$ cat config.mk
export PLATFORM = sky130hd
export DESIGN_NAME = irq_ctrl
export DESIGN_NICKNAME = d
export VERILOG_FILES = /design/src/rtl/irq_ctrl_pkg.sv /design/src/rtl/irq_edge_sync.sv /design/src/rtl/irq_prio_enc.sv /design/src/rtl/irq_ctrl.sv
export SDC_FILE = /design/constraint.sdc
export NUM_CORES = 1
export LEC_CHECK = 0
export ABC_AREA = 1
export ABC_CLOCK_PERIOD_IN_PS = 1300
export BUFFER_PORTS_ARGS = -buffer_cell sky130_fd_sc_hd__buf_2
export CORE_AREA = 3 3 80 63
export CTS_BUF_LIST = sky130_fd_sc_hd__clkbuf_4 sky130_fd_sc_hd__clkbuf_8 sky130_fd_sc_hd__clkbuf_16
export DETAILED_ROUTE_END_ITERATION = 6
export DIE_AREA = 0 0 83 66
export PLACE_DENSITY = 0.76
export SETUP_SLACK_MARGIN = 0.05
export SLEW_MARGIN = 25
export SYNTH_ARGS = -nofsm -noshare
export SYNTH_HDL_FRONTEND = slang
export SYNTH_SLANG_ARGS = --single-unit
$ cat constraint.sdc
create_clock -name clk -period 1.3 [get_ports clk]
set_clock_uncertainty 0.05 [all_clocks]
set_input_delay 0.195 -clock clk [delete_from_list [all_inputs] [get_ports clk]]
set_output_delay 0.195 -clock clk [all_outputs]
set_load 0.02 [all_outputs]
$ cat src/rtl/irq_ctrl_pkg.sv
package irq_ctrl_pkg;
    localparam int N_SRC  = 12;
    localparam int N_INT  = 9;
    localparam int N_EXT  = 3;
    localparam int IDX_W  = $clog2(N_SRC);
    localparam int DATA_W = 8;
    localparam int SEL_W  = 3;
    localparam int HI_W   = N_SRC - DATA_W;

    localparam logic [SEL_W-1:0] A_FLAG_LO = 3'd0;
    localparam logic [SEL_W-1:0] A_FLAG_HI = 3'd1;
    localparam logic [SEL_W-1:0] A_EN_LO   = 3'd2;
    localparam logic [SEL_W-1:0] A_EN_HI   = 3'd3;
    localparam logic [SEL_W-1:0] A_POL     = 3'd4;
    localparam logic [SEL_W-1:0] A_MASTER  = 3'd5;

    typedef struct packed {
        logic [N_SRC-1:0] flag;
        logic [N_SRC-1:0] en;
        logic [N_EXT-1:0] pol;
        logic             master;
        logic             req;
        logic [IDX_W-1:0] idx;
    } ctrl_t;

    // priority slots held by external pins
    function automatic logic is_ext(input logic [IDX_W-1:0] i);
        return (i == IDX_W'(2)) || (i == IDX_W'(3)) || (i == IDX_W'(6));
    endfunction

    // place internal pulses and pin edges into priority order
    function automatic logic [N_SRC-1:0] merge_set(input logic [N_INT-1:0] ie,
                                                   input logic [N_EXT-1:0] xe);
        logic [N_SRC-1:0] s;
        s[0]  = ie[0];
        s[1]  = ie[1];
        s[2]  = xe[0];
        s[3]  = xe[1];
        s[4]  = ie[2];
        s[5]  = ie[3];
        s[6]  = xe[2];
        s[7]  = ie[4];
        s[8]  = ie[5];
        s[9]  = ie[6];
        s[10] = ie[7];
        s[11] = ie[8];
        return s;
    endfunction
endpackage

$ cat src/rtl/irq_edge_sync.sv
module irq_edge_sync (
    input  logic clk,
    input  logic rst_n,
    input  logic pin,
    input  logic rise_sel,
    output logic hit
);
    typedef struct packed {
        logic s1;
        logic s2;
        logic pv;
    } sync_t;

    sync_t q, d;

    always_comb begin
        d    = q;
        d.s1 = pin;
        d.s2 = q.s1;
        d.pv = q.s2;
    end

    always_ff @(posedge clk or negedge rst_n) begin
        if (!rst_n) q <= '0;
        else        q <= d;
    end

    assign hit = rise_sel ? (q.s2 & ~q.pv) : (~q.s2 & q.pv);

    // a single transition yields a single-cycle detection
    a_r4_single_pulse: assert property (@(posedge clk) disable iff (!rst_n)
        (hit && $stable(rise_sel)) |=> !hit || !$stable(rise_sel));
endmodule

$ cat src/rtl/irq_prio_enc.sv
module irq_prio_enc #(
    parameter int N = 12,
    parameter int W = $clog2(N)
) (
    input  logic [N-1:0] vec,
    output logic         any,
    output logic [W-1:0] idx
);
    always_comb begin
        idx = '0;
        for (int i = N - 1; i >= 0; i--) begin
            if (vec[i]) idx = W'(i);
        end
        any = |vec;
    end
endmodule

$ cat src/rtl/irq_ctrl.sv
module irq_ctrl
    import irq_ctrl_pkg::*;
(
    input  logic              clk,
    input  logic              rst_n,
    input  logic [N_INT-1:0]  int_evt,
    input  logic [N_EXT-1:0]  ext_pin,
    input  logic              irq_ack,
    input  logic [SEL_W-1:0]  reg_sel,
    input  logic              reg_wr,
    input  logic [DATA_W-1:0] reg_wdata,
    output logic [DATA_W-1:0] reg_rdata,
    output logic              irq_req,
    output logic [IDX_W-1:0]  irq_idx
);
    ctrl_t q, d;

    logic [N_EXT-1:0] ext_hit;
    logic [N_SRC-1:0] set_now;
    logic [N_SRC-1:0] live;
    logic             any_live;
    logic [IDX_W-1:0] win_idx;

    for (genvar p = 0; p < N_EXT; p++) begin : g_pin
        irq_edge_sync u_sync (
            .clk      (clk),
            .rst_n    (rst_n),
            .pin      (ext_pin[p]),
            .rise_sel (q.pol[p]),
            .hit      (ext_hit[p])
        );
    end

    assign set_now = merge_set(int_evt, ext_hit);
    assign live    = q.flag & q.en & {N_SRC{q.master}};

    irq_prio_enc #(.N(N_SRC), .W(IDX_W)) u_enc (
        .vec (live),
        .any (any_live),
        .idx (win_idx)
    );

    always_comb begin
        d = q;
        if (irq_ack && q.req && is_ext(q.idx)) d.flag[q.idx] = 1'b0;
        if (reg_wr) begin
            case (reg_sel)
                A_FLAG_LO: d.flag[DATA_W-1:0]     = reg_wdata;
                A_FLAG_HI: d.flag[N_SRC-1:DATA_W] = reg_wdata[HI_W-1:0];
                A_EN_LO:   d.en[DATA_W-1:0]       = reg_wdata;
                A_EN_HI:   d.en[N_SRC-1:DATA_W]   = reg_wdata[HI_W-1:0];
                A_POL:     d.pol                  = reg_wdata[N_EXT-1:0];
                A_MASTER:  d.master               = reg_wdata[0];
                default: ;
            endcase
        end
        d.flag = d.flag | set_now;
        d.req  = !irq_ack && any_live;
        d.idx  = (q.req && !irq_ack && any_live) ? q.idx : win_idx;
    end

    always_ff @(posedge clk or negedge rst_n) begin
        if (!rst_n) q <= '0;
        else        q <= d;
    end

    always_comb begin
        case (reg_sel)
            A_FLAG_LO: reg_rdata = q.flag[DATA_W-1:0];
            A_FLAG_HI: reg_rdata = {{(DATA_W-HI_W){1'b0}}, q.flag[N_SRC-1:DATA_W]};
            A_EN_LO:   reg_rdata = q.en[DATA_W-1:0];
            A_EN_HI:   reg_rdata = {{(DATA_W-HI_W){1'b0}}, q.en[N_SRC-1:DATA_W]};
            A_POL:     reg_rdata = {{(DATA_W-N_EXT){1'b0}}, q.pol};
            A_MASTER:  reg_rdata = {{(DATA_W-1){1'b0}}, q.master};
            default:   reg_rdata = '0;
        endcase
    end

    assign irq_req = q.req;
    assign irq_idx = q.idx;

    logic [N_SRC-1:0] flag_q;
    logic             master_q;
    assign flag_q   = q.flag;
    assign master_q = q.master;

    // no request without the master enable one cycle earlier
    a_r2_master_gate: assert property (@(posedge clk) disable iff (!rst_n)
        irq_req |-> $past(master_q));

    // index held while a request waits
    a_r8_idx_hold: assert property (@(posedge clk) disable iff (!rst_n)
        (irq_req && !irq_ack) |=> (!irq_req || $stable(irq_idx)));

    // request withdrawn after acknowledge
    a_r8_drop_on_ack: assert property (@(posedge clk) disable iff (!rst_n)
        irq_ack |=> !irq_req);

    // pin flag cleared on acknowledge
    a_r5_pin_clear: assert property (@(posedge clk) disable iff (!rst_n)
        (irq_ack && irq_req && is_ext(irq_idx) && !reg_wr && !set_now[irq_idx])
        |=> !flag_q[$past(irq_idx)]);

    // internal flag survives acknowledge
    a_r5_internal_keep: assert property (@(posedge clk) disable iff (!rst_n)
        (irq_ack && irq_req && !is_ext(irq_idx) && !reg_wr && flag_q[irq_idx])
        |=> flag_q[$past(irq_idx)]);

    // every set event lands in its flag
    a_r7_set_wins: assert property (@(posedge clk) disable iff (!rst_n)
        (|set_now) |=> ((flag_q & $past(set_now)) == $past(set_now)));
endmodule

Word-level counts from Yosys, hierarchy flattened:

Cells that the tools add are included.

* bits in registers: 42
* output and inout port bits: 13
* logic and storage cells: 84

* $lt $le $gt $ge: 2
* eq/ne operators: 8
* mux-type cells: 26
* bitwise operators: 17
* reductions and logical operators: 15

Operators by type and width (number)
* $mux 4: 14
* $pmux 8 s6: 1
* $and 12x12->12: 3
* $mux 28: 1
* $mux 8: 2
* $mux 12: 1
* $not 12->12: 1
* $or 12x12->12: 1
* $reduce_or 12->1: 1
* $eq 4x2->1 const B: 2
* $reduce_and 2->1: 4
* $and 1x1->1: 6
* $eq 3x2->1 const B: 2
* $eq 3x3->1 const B: 2
* $logic_and 1x1->1: 6
* $not 1->1: 6
* $lt 4x5->1 const B: 1
* $mux 1: 5
* $demux 1 s4: 1
* $eq 4x3->1 const B: 1
* $ge 4x1->1 const B: 1
* $eq 3x1->1 const B: 1
* $logic_not 3->1: 1
* $mux 3: 1
* 2 further kinds: 3

Logic depth before layout (Yosys ltp):

Gate-level depths: netlist (run 1).

* depth after elaboration: 14
* mapped depth: 15
* gate-level depth less buffers: 14

Cells and area by module:

Synthesis (run 1) repeated with hierarchy kept, for this count alone.

* cells, all modules: 306
* area total of the unflattened synthesis: 2297.2 um^2

Modules (own cells, without submodules)
* irq_ctrl: times used 1, cells each 244, area an instance 1829.3 um^2
* irq_edge_sync: times used 3, cells each 9, area an instance 100.1 um^2
* irq_prio_enc: times used 1, cells each 35, area an instance 167.7 um^2

Worst setup path before layout (run 1):

No wires, ideal clock.

* path kind: reg-to-reg
* from: register q (netlist bit master_q)
* to: register q (netlist bit irq_idx[0])
* library setup time: 0.065 ns
* data arrival time: 1.263 ns
* required time: 1.185 ns
* setup slack: -0.078 ns
* stages on the path, launching flop included: 13
* path buffers: 1
* cell sequence: dfrtp_1 > buf_6 > nand3_2 > nand4_2 > nor2_2 > nand2_1 > nand2_1 > inv_2 > nand2_4 > inv_4 > nor2_2 > nand2_1 > nand2_1

* word-level cells in the longest chain between the ends: 13

RTL lines
* start: declaration: RTL line irq_ctrl.sv:16 `ctrl_t q, d;`
* start signal: assignment: RTL line irq_ctrl.sv:63 `if (!rst_n) q <= '0;`
* start signal: assignment: RTL line irq_ctrl.sv:64 `else q <= d;`
* $and 12x12->12 *: RTL line irq_ctrl.sv:35 `assign live = q.flag & q.en & {N_SRC{q.master}};`
* $mux 4 (12 in series): RTL line irq_prio_enc.sv:12 `if (vec[i]) idx = W'(i);`

Every way passes the cells marked *; elsewhere a longest branch is shown, timed or not.
A chain may end at the register's enable or synchronous reset.

Worst setup path after layout (run 1):

Same ends and word-level chain as after synthesis.

==> summary.md, run 1 <==
| Metric | Value |
|---|---|
| Mean Syn Cell Area | `between 8 and 9 µm²` |
| Crit Path Class | `reg2reg` |
| Largest family of logic cells by synthesized area | `simple AND/OR/NAND/NOR gates` |
| Synthesized net count | `between 200 and 300` |
| Final setup violation count | `16` |
| First DRT Iteration DRCs | `between 150 and 200` |
| Top cell type's share of synthesized area | `between 50% and 60%` |
| Max-cap check violation count | `0` |
| Pleak | `around 0.0015 µW` |
| GP Congestion | `between 0.8 and 0.9` |
| Outcome | `finished, violations left` |
| Sequential Area | `between 1000 and 1500 µm²` |
| Number of global-route vias before repair | `between 1500 and 2000` |
| Via count | `2042` |
| Initial Utilization | `between 40% and 50%` |
| Ys async rst share | `100%` |
| RSZ-0062 raised after global routing | `yes` |
| Rows | `21` |
| Synth Register Bits | `42` |
| Port Buffers | `39` |
| TritonCTS Sinks | `42` |
| Slew Limit Fails | `0` |
| Setup ws final | `-283 ps` |
| Nets@finish | `between 300 and 400` |
| Clk_lat worst skew | `approximately 300 ps` |
| Max_slew headroom | `74.5%` |
| Remaining global-route overflow | `0` |
| DR vias/cell | `just over 5` |
| Crit path max fanout | `6` |
| Die area | `around 5500 µm²` |
| Complex-gate fraction of the synthesized area | `between 10% and 20%` |
| Worst min path class | `in2reg` |
| Max clock buf depth | `2` |
| Area of the multi-input gates | `between 900 and 1000 µm²` |
| Netlist cell types | `31` |
| Max Clk Rate | `between 600 and 700 MHz` |
| Mapped Cells | `about 240` |
| Critical Path Sink Type | `flip-flop` |
| CTS tree | `done` |
| Post-synthesis simple-gate area fraction | `~23%` |
| Layout cells sized above 1 | `between 40% and 50%` |
| Routed Antenna Nets | `0` |
| Sequential-to-total area share from yosys stat | `between 50% and 60%` |
| Worst EP arrival | `around 1800 ps` |
| Mux cell area share after synthesis | `less than 1%` |
| Global-route wire length before repair | `9320 µm` |
| Hpwl dp | `slightly above 4000 µm` |
| Top post-synthesis cells by area | `dfrtp_1 (51%), nand2_1 (11%), o21ai_1 (6.1%)` |
| Routed len/inst | `~15 µm` |
| Worst-path clk slew | `80 ps` |
| CTS Buf Count | `5` |
| Residual DRC | `0` |
| CTS root buffer | `clkbuf_8` |
| Largest net degree at the start of global routing | `43` |
| Mapped cell area | `approximately 2000 µm²` |
| Num ports | `40` |
| Pwr/cell area | `around 1500 nW/µm²` |
| Final wirelength | `5890 µm` |
| H-tree levels | `2` |
| Post-layout min period | `around 1600 ps` |
| Fin util | `between 70% and 80%` |
| Post-synthesis adder-cell area fraction | `0%` |
| Layout area overhead | `52.9%` |
| Main flop type after synthesis | `dfrtp_1` |
| Peak VDD IR | `~930 µV` |
| Fin crit share | `122%` |
| Core Area | `4360 µm²` |
| Total track usage | `approximately 22%` |
| Synth area leader | `dfrtp_1` |
| EDFF count, synth | `0` |
| Final hold vios | `0` |
| Fill cell count | `about 330` |
| Initial antenna violation count | `0` |
| Cell with the most instances after synthesis | `nand2_1` |
| Die Span Y | `about 66 µm` |
| Top cells by count, synth | `nand2_1 (58), dfrtp_1 (42), o21ai_1 (25), inv_1 (20), a21oi_1 (11)` |
| Post-layout power | `between 4000 and 5000 µW` |
| Yosys warns | `0` |
| Total iterations of the first detailed-routing run | `4` |
| Worst Path Required | `around 1500 ps` |
| Antenna Cells | `0` |
| Failing checks | `negative setup slack` |
| Die Span X | `between 80 and 90 µm` |
| CP Launch Type | `flip-flop` |
| Worst-Margin Slew | `between 300 and 400 ps` |
| XOR/XNOR Fraction of Synth Area | `0%` |
==> layout by cell type, fill, tap and decap left out, types with 7 or more instances in the layout <==
master / Yosys / layout
buf_6: 1 / 18
a21oi_1: 11 / 11
nand3_2: 5 / 7
inv_1: 20 / 15
buf_2: 2 / 29
nand4_1: 8 / 8
dfrtp_1: 42 / 41
buf_4: 4 / 48
o21ai_1: 25 / 26
nand2_1: 58 / 51
inv_2: 10 / 13
nor2_1: 10 / 8
==> state kept, by name, summed over array words and instances (netlist names) <==
name / count
q: 15
g_pin.u_sync.q: 3
g_pin.u_sync.d: 6
irq_idx: 4
flag_q: 12
irq_req: 1
master_q: 1
==> through the flow <==
stage | setup slack [ps] | cells | TNS, ps | cell area, µm² | hold WS (ps)
after global placement | -179 | 369 | -1700 | 2640 | 130
after floorplan | -69.5 | 237 | -188 | 2070 | -151
after global routing | -385 | 396 | -3450 | 3120 | 27.9
final | -283 | 396 | -2280 | 3120 | 39.1
after CTS | -284 | 392 | -2090 | 3020 | 32.4
after detailed placement | -218 | 369 | -2600 | 2640 | 133
==> report_power, final <==
| group | total, µW | internal (µW) | switching, µW |
|---|---|---|---|
| clock network | 1240 | 769 | 474 |
| logic | 1610 | 818 | 794 |
| registers | 1690 | 1500 | 193 |
| total | 4550 | 3090 | 1460 |
==> worst max-delay path, stage by stage, from the launching register on <==
cell and delay (ps):
dfrtp_2 450, buf_4 160, nand3_4 60, nand2_2 50, inv_2 60, nand2_2 50, nor2_2 130, nand2_1 60
nand2_1 90, inv_2 50, nand2_4 90, inv_4 40, nor2_2 70, nand2_1 60, nand2_1 50
==> repair_timing <==
| item | 4_1_cts | 5_1_grt |
|---|---|---|
| buffers inserted | 11 | 4 |
| endpoints found under the setup margin | 18 | 18 |
| gates resized for setup | 39 | 22 |
| pin swaps | 11 | 12 |
| hold buffers | 4 | 0 |
| endpoints found under the hold margin | 45 | 0 |
==> worst paths after layout <==
kind                                           startpoint  slack [ps]                        endpoint  cells past startpoint
hold / removal                                 int_evt[8]          40            flag_q[11]$_DFF_PN0_                      3
hold reg to reg            g_pin[2].u_sync.d[1]$_DFF_PN0_         310  g_pin[2].u_sync.d[0]$_DFF_PN0_                      0
max in group asynchronous                           rst_n         640            master_q$_DFFE_PN0P_                      3
setup reg to reg                     master_q$_DFFE_PN0P_        -280          irq_idx[0]$_DFFE_PN0N_                     14
setup / recovery                     master_q$_DFFE_PN0P_        -280          irq_idx[0]$_DFFE_PN0N_                     14
min in group asynchronous                           rst_n         340               q[20]$_DFFE_PN0P_                      3
==> metal layers <==
layer / wire length (µm) / up-vias / track usage, %
met2: 2780 / 70 / 35.3
li1: - / 1002 / -
met4: 76 / 0 / 6.33
met5: 0 / - / 0
met1: 2660 / 962 / 29.6
met3: 373 / 8 / 6.23
==> cells by family (layout without fill, tap and decap cells) <==
family | after synthesis | in the layout
compound gates | 56 | 56
mux | 1 | 1
flops | 42 | 42
simple gates | 99 | 99
buf+inv | 39 | 141
==> final cells by class <==
class / instances / area share [%]
clock inverter: 3 / 2.20
tap: 57 / 2.28
multi-input combinational: 156 / 30.1
timing repair buffer: 101 / 25.2
inverter: 32 / 4.25
clock buffer: 5 / 2.20
sequential: 42 / 33.7
(Power assumes the default switching activity.)
==> run 2, diff against run 1 <==
Settings changed: ABC_CLOCK_PERIOD_IN_PS 1300 to 1900, PLACE_DENSITY 0.76 to 0.73, SETUP_SLACK_MARGIN 0.05 to 0.5.
Clock period 1.3 ns to 1.9 ns, I/O delays scaled along.
==> run 2 against run 1 <==
  * Combinational power shrank 54%
  * Critical endpoint is now reg_rdata[0]
  * Hold slack lost 45 ps
  * Non-clock buffer count shrank 44
  * Total power shrank 46%
  * Clock power shrank 53%
  * Sequential share of layout area grew 5.9 points
  * Clock-buffer cell count grew 2
  * Sequential cell count is the same
  * The flow finishes with violations (negative hold slack)
  * Setup slack gained 620 ps
==> summary.md, run 2 (synthesized netlist as in run 1, its figures left out) <==
| Metric | Value |
|---|---|
| Outcome | `finished, violations left` |
| Failing checks | `negative hold slack` |
| Post-layout power | `2470 µW` |
| Pleak | `between 0.001 and 0.0015 µW` |
| Nets@finish | `between 300 and 400` |
| Number of global-route vias before repair | `about 1800` |
| Worst min path class | `in2async` |
| Commonest non-fill, non-tap cell in the layout | `nand2_1` |
| Core Area | `about 4400 µm²` |
| Clock network fraction of design power | `about a quarter` |
| Rows | `21` |
| CTS root buffer | `clkbuf_8` |
| Layout area overhead | `30.2%` |
| Worst-Margin Slew | `about 530 ps` |
| Residual DRC | `0` |
| NetSw | `between 800 and 900 µW` |
| Via count | `1782` |
| Pwr/cell area | `~930 nW/µm²` |
| First DRT Iteration DRCs | `130` |
| Internal | `1620 µW` |
| Largest net degree at the start of global routing | `43` |
| Clk_lat worst skew | `about 300 ps` |
| Initial Utilization | `between 40% and 50%` |
| GP Congestion | `between 0.8 and 0.9` |
| Most frequent cells in the layout | `nand2_1 (56), dfrtp_1 (41), buf_2 (28)` |
| Global-route wire length before repair | `between 8000 and 9000 µm` |
| Layout cells sized above 1 | `36.6%` |
| Final hold vios | `3` |
| Worst-path clk slew | `roughly 80 ps` |
| Crit path max fanout | `3` |
| Remaining global-route overflow | `0` |
| Max-cap check violation count | `0` |
| Final setup violation count | `0` |
| Total track usage | `approximately a fifth` |
| Max Clk Rate | `638 MHz` |
| Peak VDD IR | `~390 µV` |
| Combinational group share of total power | `30.1%` |
| Max_slew headroom | `64.6%` |
| Final wirelength | `4960 µm` |
| Routed len/inst | `between 10 and 15 µm` |
| DR vias/cell | `5.06` |
| Die area | `around 5500 µm²` |
| Critical Path Sink Type | `output pin` |
| Die Span Y | `around 66 µm` |
| Worst Path Required | `between 1500 and 2000 ps` |
| Total iterations of the first detailed-routing run | `4` |
| CP Launch Type | `flip-flop` |
| H-tree levels | `2` |
| Antenna Cells | `0` |
| Reg with most FFs | `q` |
| CTS Buf Count | `5` |
| Post-layout min period | `1570 ps` |
| RSZ-0062 raised after global routing | `yes` |
| Fill cell count | `just under 400` |
| Max reg flops | `15` |
| Crit Path Class | `reg2out` |
| Num ports | `40` |
| Die Span X | `about 83 µm` |
| Sw Ratio | `34.5%` |
| Post-Route Setup TNS | `0 ps` |
| TritonCTS Sinks | `42` |
| Hold slack | `-6.29 ps` |
| Initial antenna violation count | `0` |
| Worst EP arrival | `between 1000 and 1500 ps` |
| Port Buffers | `39` |
| Slew Limit Fails | `0` |
| Fin crit share | `between 80% and 90%` |
| Routed Antenna Nets | `0` |
| CTS tree | `done` |
| Max clock buf depth | `2` |
| Flop pwr share | `46.5%` |
| Hpwl dp | `~3500 µm` |
[run 2: worst paths after layout]
path / cells past startpoint / to / slack [ps] / startpoint
min in group clk: 1 / g_pin[0].u_sync.d[1]$_DFF_PN0_ / 40 / ext_pin[0]
worst min-delay path: 2 / g_pin[0].u_sync.d[1]$_DFF_PN0_ / -6 / rst_n
worst max-delay path: 5 / reg_rdata[0] / 330 / master_q$_DFFE_PN0P_
worst max register to register: 12 / irq_idx[0]$_DFFE_PN0N_ / 390 / master_q$_DFFE_PN0P_
worst min register to register: 0 / g_pin[1].u_sync.d[0]$_DFF_PN0_ / 300 / g_pin[1].u_sync.d[1]$_DFF_PN0_
max in group asynchronous: 2 / master_q$_DFFE_PN0P_ / 1410 / rst_n
[run 2: final cells by class]
type	count	area, µm²	share of cell area (%)
multi-input combinational	156	895	33.6
inverter	32	138	5.18
clock buffer	7	83.8	3.15
timing repair inverter	1	7.51	0.282
tap	57	71.3	2.68
sequential	42	1050	39.6
timing repair buffer	57	412	15.5
[run 2: repair_timing]
item / CTS / global route
endpoints found under the setup margin: 13 / 16
cloned: 1 / 0
gates resized for setup: 39 / 16
setup buffers: 12 / 3
hold buffers: 0 / 0
pin swaps: 13 / 10
[run 2: routing by layer]
metal	wire [µm]	GRT usage [%]
met5	0	0
met4	53	6.73
met3	281	4.73
met2	2250	30.7
met1	2370	27.3
[run 2: metrics by stage]
stage | std cells | area, µm² | hold WS, ps | utilization (%) | setup slack (ps)
6_report | 352 | 2660 | -6.29 | 61.0 | 332
5_1_grt | 352 | 2660 | 27.0 | 61.0 | 261
4_1_cts | 349 | 2580 | 12.8 | 59.3 | 327
3_5_place_dp | 329 | 2280 | 285 | 52.3 | 151
3_3_place_gp | 329 | 2280 | 283 | 52.3 | 234
2_1_floorplan | 237 | 2040 | -60.6 | - | 522
[run 2: critical path, cell delays in order (launching register included)]
cell     delay [ps]
dfrtp_2         420
nand4_1          90
o21ai_2          70
inv_1            70
nand4_1         100
buf_4           180
[run 2: power by group through the flow]
stage | combinational, µW | clock [µW] | sequential, µW
3_5_place_dp | 607 | 0 | 1180
6_report | 745 | 579 | 1150
3_3_place_gp | 592 | 0 | 1180
5_1_grt | 845 | 630 | 1170
2_1_floorplan | 491 | 0 | 1140
4_1_cts | 707 | 592 | 1150
==> run 3, diff against run 2 <==
Settings changed: ABC_AREA 1 to 0, ABC_CLOCK_PERIOD_IN_PS 1900 to 1400, CORE_AREA 3 3 80 63 to 3 3 82 64, DIE_AREA 0 0 83 66 to 0 0 85 67, PLACE_DENSITY 0.73 to 0.76.
Clock period 1.9 ns to 1.4 ns, I/O delays scaled along.
==> run 3 against run 2 <==
  * The flow finishes with violations (negative setup slack)
  * First-iteration DRC count increased by 25%
  * Critical endpoint unchanged
  * Critical path type unchanged
  * Via count grew 9.0%
  * Setup slack got worse by 770 ps
  * Highest routed layer unchanged
==> summary.md, run 3 <==
| Metric | Value |
|---|---|
| Internal | `about 3100 µW` |
| Cell with the most instances after synthesis | `dfrtp_1` |
| Via count | `a little under 2000` |
| Mapped cell area | `approximately 2100 µm²` |
| Main flop type after synthesis | `dfrtp_1` |
| Final hold vios | `0` |
| Die area | `approximately 5700 µm²` |
| Final setup violation count | `13` |
| Num ports | `40` |
| Worst min path class | `in2reg` |
| Worst-path clk slew | `approximately 80 ps` |
| Top cell type's share of synthesized area | `49.1%` |
| Worst-Margin Slew | `between 300 and 400 ps` |
| Max Clk Rate | `545 MHz` |
| Pwr/cell area | `roughly 1300 nW/µm²` |
| Worst EP arrival | `approximately 1600 ps` |
| EDFF count, synth | `0` |
| CP Launch Type | `flip-flop` |
| Met2 WL | `roughly 3300 µm` |
| GP Congestion | `around 0.84` |
| Peak VDD IR | `roughly 740 µV` |
| Routed len/inst | `about 19 µm` |
| First DRT Iteration DRCs | `around 160` |
| Max_slew headroom | `78.9%` |
| Worst Path Required | `1140 ps` |
| Fill cell count | `250` |
| CTS root buffer | `clkbuf_8` |
| Port Buffers | `39` |
| Max clock buf depth | `2` |
| Top routing layer in use | `met4` |
| Synth area leader | `dfrtp_1` |
| NetSw | `~1400 µW` |
| Most frequent cells in the layout | `dfrtp_1 (42), buf_4 (42), buf_6 (32)` |
| Max-cap check violation count | `0` |
| Critical Path Sink Type | `output pin` |
| Global-route wire length before repair | `10400 µm` |
| Failing checks | `negative setup slack` |
| CTS tree | `done` |
| Post-layout min period | `1840 ps` |
| Number of global-route vias before repair | `about 2100` |
| DR vias/cell | `between 5 and 6` |
| Synthesized net count | `about 210` |
| Layout area overhead | `62.7%` |
| Initial antenna violation count | `0` |
| TritonCTS Sinks | `42` |
| Combinational group share of total power | `between 30% and 40%` |
| Remaining global-route overflow | `0` |
| Layout cells sized above 1 | `59.9%` |
| Rows | `21` |
| Die Span Y | `~67 µm` |
| Mean Syn Cell Area | `~12 µm²` |
| Total track usage | `a little under a quarter` |
| Sequential-to-total area share from yosys stat | `49.1%` |
| Mapped Cells | `about 190` |
| Slew Limit Fails | `0` |
| Total iterations of the first detailed-routing run | `4` |
| Netlist cell types | `47` |
| Nets@finish | `roughly 310` |
| Synth Register Bits | `42` |
| RSZ-0062 raised after global routing | `yes` |
| Post-layout power | `roughly 4500 µW` |
| Top cells by count, synth | `dfrtp_1 (42), mux2_2 (18), nand2_1 (15), nor2b_1 (13), a211o_1 (9)` |
| Worst path bufs/invs | `1` |
| Top post-synthesis cells by area | `dfrtp_1 (49%), mux2_2 (9.5%), nor2b_1 (3.8%)` |
| Hold slack | `~51 ps` |
| CP peak stage delay | `roughly 460 ps` |
| Fin crit share | `131%` |
| Reg with most FFs | `q` |
| Max reg flops | `15` |
| Met3 wire length | `about 400 µm` |
| H-tree levels | `2` |
| Sw Ratio | `a little under a third` |
| Final wirelength | `6650 µm` |
| Outcome | `finished, violations left` |
| CTS Buf Count | `5` |
| Yosys warns | `0` |
| Flop pwr share | `a little over a third` |
| Clock network fraction of design power | `25.6%` |
| Sequential Area | `1050 µm²` |
| Clk_lat worst skew | `roughly 300 ps` |
| Largest net degree at the start of global routing | `43` |
| Ys async rst share | `100%` |
| Crit path max-delay family | `multiplexers` |
| Metal-1 WL | `around 2800 µm` |
| Initial Utilization | `a little under half` |
| Core Area | `about 4500 µm²` |
| Antenna Cells | `0` |
| Residual DRC | `0` |
| Pleak | `between 0.0015 and 0.002 µW` |
| CP max-delay cell | `mux4_2` |
| Crit Path Class | `reg2out` |
| Hpwl dp | `~4100 µm` |
| Die Span X | `about 85 µm` |
| Setup ws final | `-436 ps` |
| Crit path max fanout | `2` |
| CP Cell Sequence | `mux4_2, mux2_4, buf_6` |
| Routed Antenna Nets | `0` |
| Area of the multi-input gates | `1270 µm²` |
-- run 3: power groups by stage --
stage	Combinational (µW)	Clock, µW	Sequential (µW)
after floorplan	820	0	1560
after global placement	1240	0	1550
after detailed placement	1260	0	1560
after CTS	1640	1160	1550
after global routing	1890	1220	1580
final	1790	1150	1570
-- run 3: logic make-up after synthesis --
kind of cell    share of synthesized area, %
buf+inv                                 3.92
mux                                     16.5
compound gates                          17.1
simple gates                            13.3
flops                                   49.1
-- run 3: path summary, 6_finish.rpt --
path / start / endpoint / slack [ps] / depth (start not counted)
max in group asynchronous: rst_n / g_pin[2].u_sync.d[1]$_DFF_PN0_ / 730 / 3
min in group asynchronous: rst_n / flag_q[4]$_DFF_PN0_ / 360 / 3
worst max register to register: q[10]$_DFFE_PN0P_ / irq_idx[1]$_DFFE_PN0N_ / -380 / 5
worst max-delay path: flag_q[8]$_DFF_PN0_ / reg_rdata[0] / -440 / 3
worst min-delay path: int_evt[6] / flag_q[9]$_DFF_PN0_ / 50 / 2
worst min register to register: g_pin[0].u_sync.d[1]$_DFF_PN0_ / g_pin[0].u_sync.d[0]$_DFF_PN0_ / 300 / 0
-- run 3: per-layer routing --
metal / global-route usage [%] / vias to the layer above
met5: 0 / -
met4: 8.10 / 0
met3: 5.93 / 13
met2: 41.0 / 74
met1: 29.8 / 968
li1: - / 887
-- run 3: through the flow --
step / utilization (%) / setup slack, ps / std cells / setup TNS, ps / area, µm²
final: 77.5 / -436 / 344 / -3260 / 3480
after floorplan: - / -256 / 185 / -889 / 2380
after global placement: 62.8 / -224 / 308 / -2180 / 2820
after global routing: 77.5 / -470 / 344 / -3950 / 3480
after detailed placement: 62.8 / -267 / 308 / -2590 / 2820
after CTS: 75.1 / -430 / 340 / -3150 / 3380
-- run 3: cell type report --
| type | count | area share [%] |
|---|---|---|
| clock inverters | 3 | 1.98 |
| inverters | 2 | 0.216 |
| well taps | 57 | 2.05 |
| flip-flops and latches | 42 | 30.2 |
| clock buffers | 5 | 1.98 |
| repair buffers | 107 | 27.0 |
| multi-input cells | 128 | 36.6 |
-- run 3: worst reg2reg max path, delay by kind of cell, from the launching register on --
kind	cells	cell delay, ps
flip-flops	1	410
buffers and inverters	1	130
multiplexers	1	330
AO/OA/AOI/OAI	3	750
-- run 3: repair_timing --
item | in CTS | in global routing
setup buffers | 19 | 4
hold buffers | 4 | 0
gates resized for setup | 68 | 17
pin swaps | 17 | 12
setup endpoints to repair | 46 | 46
hold endpoints to repair | 45 | 0
cloned | 1 | 0
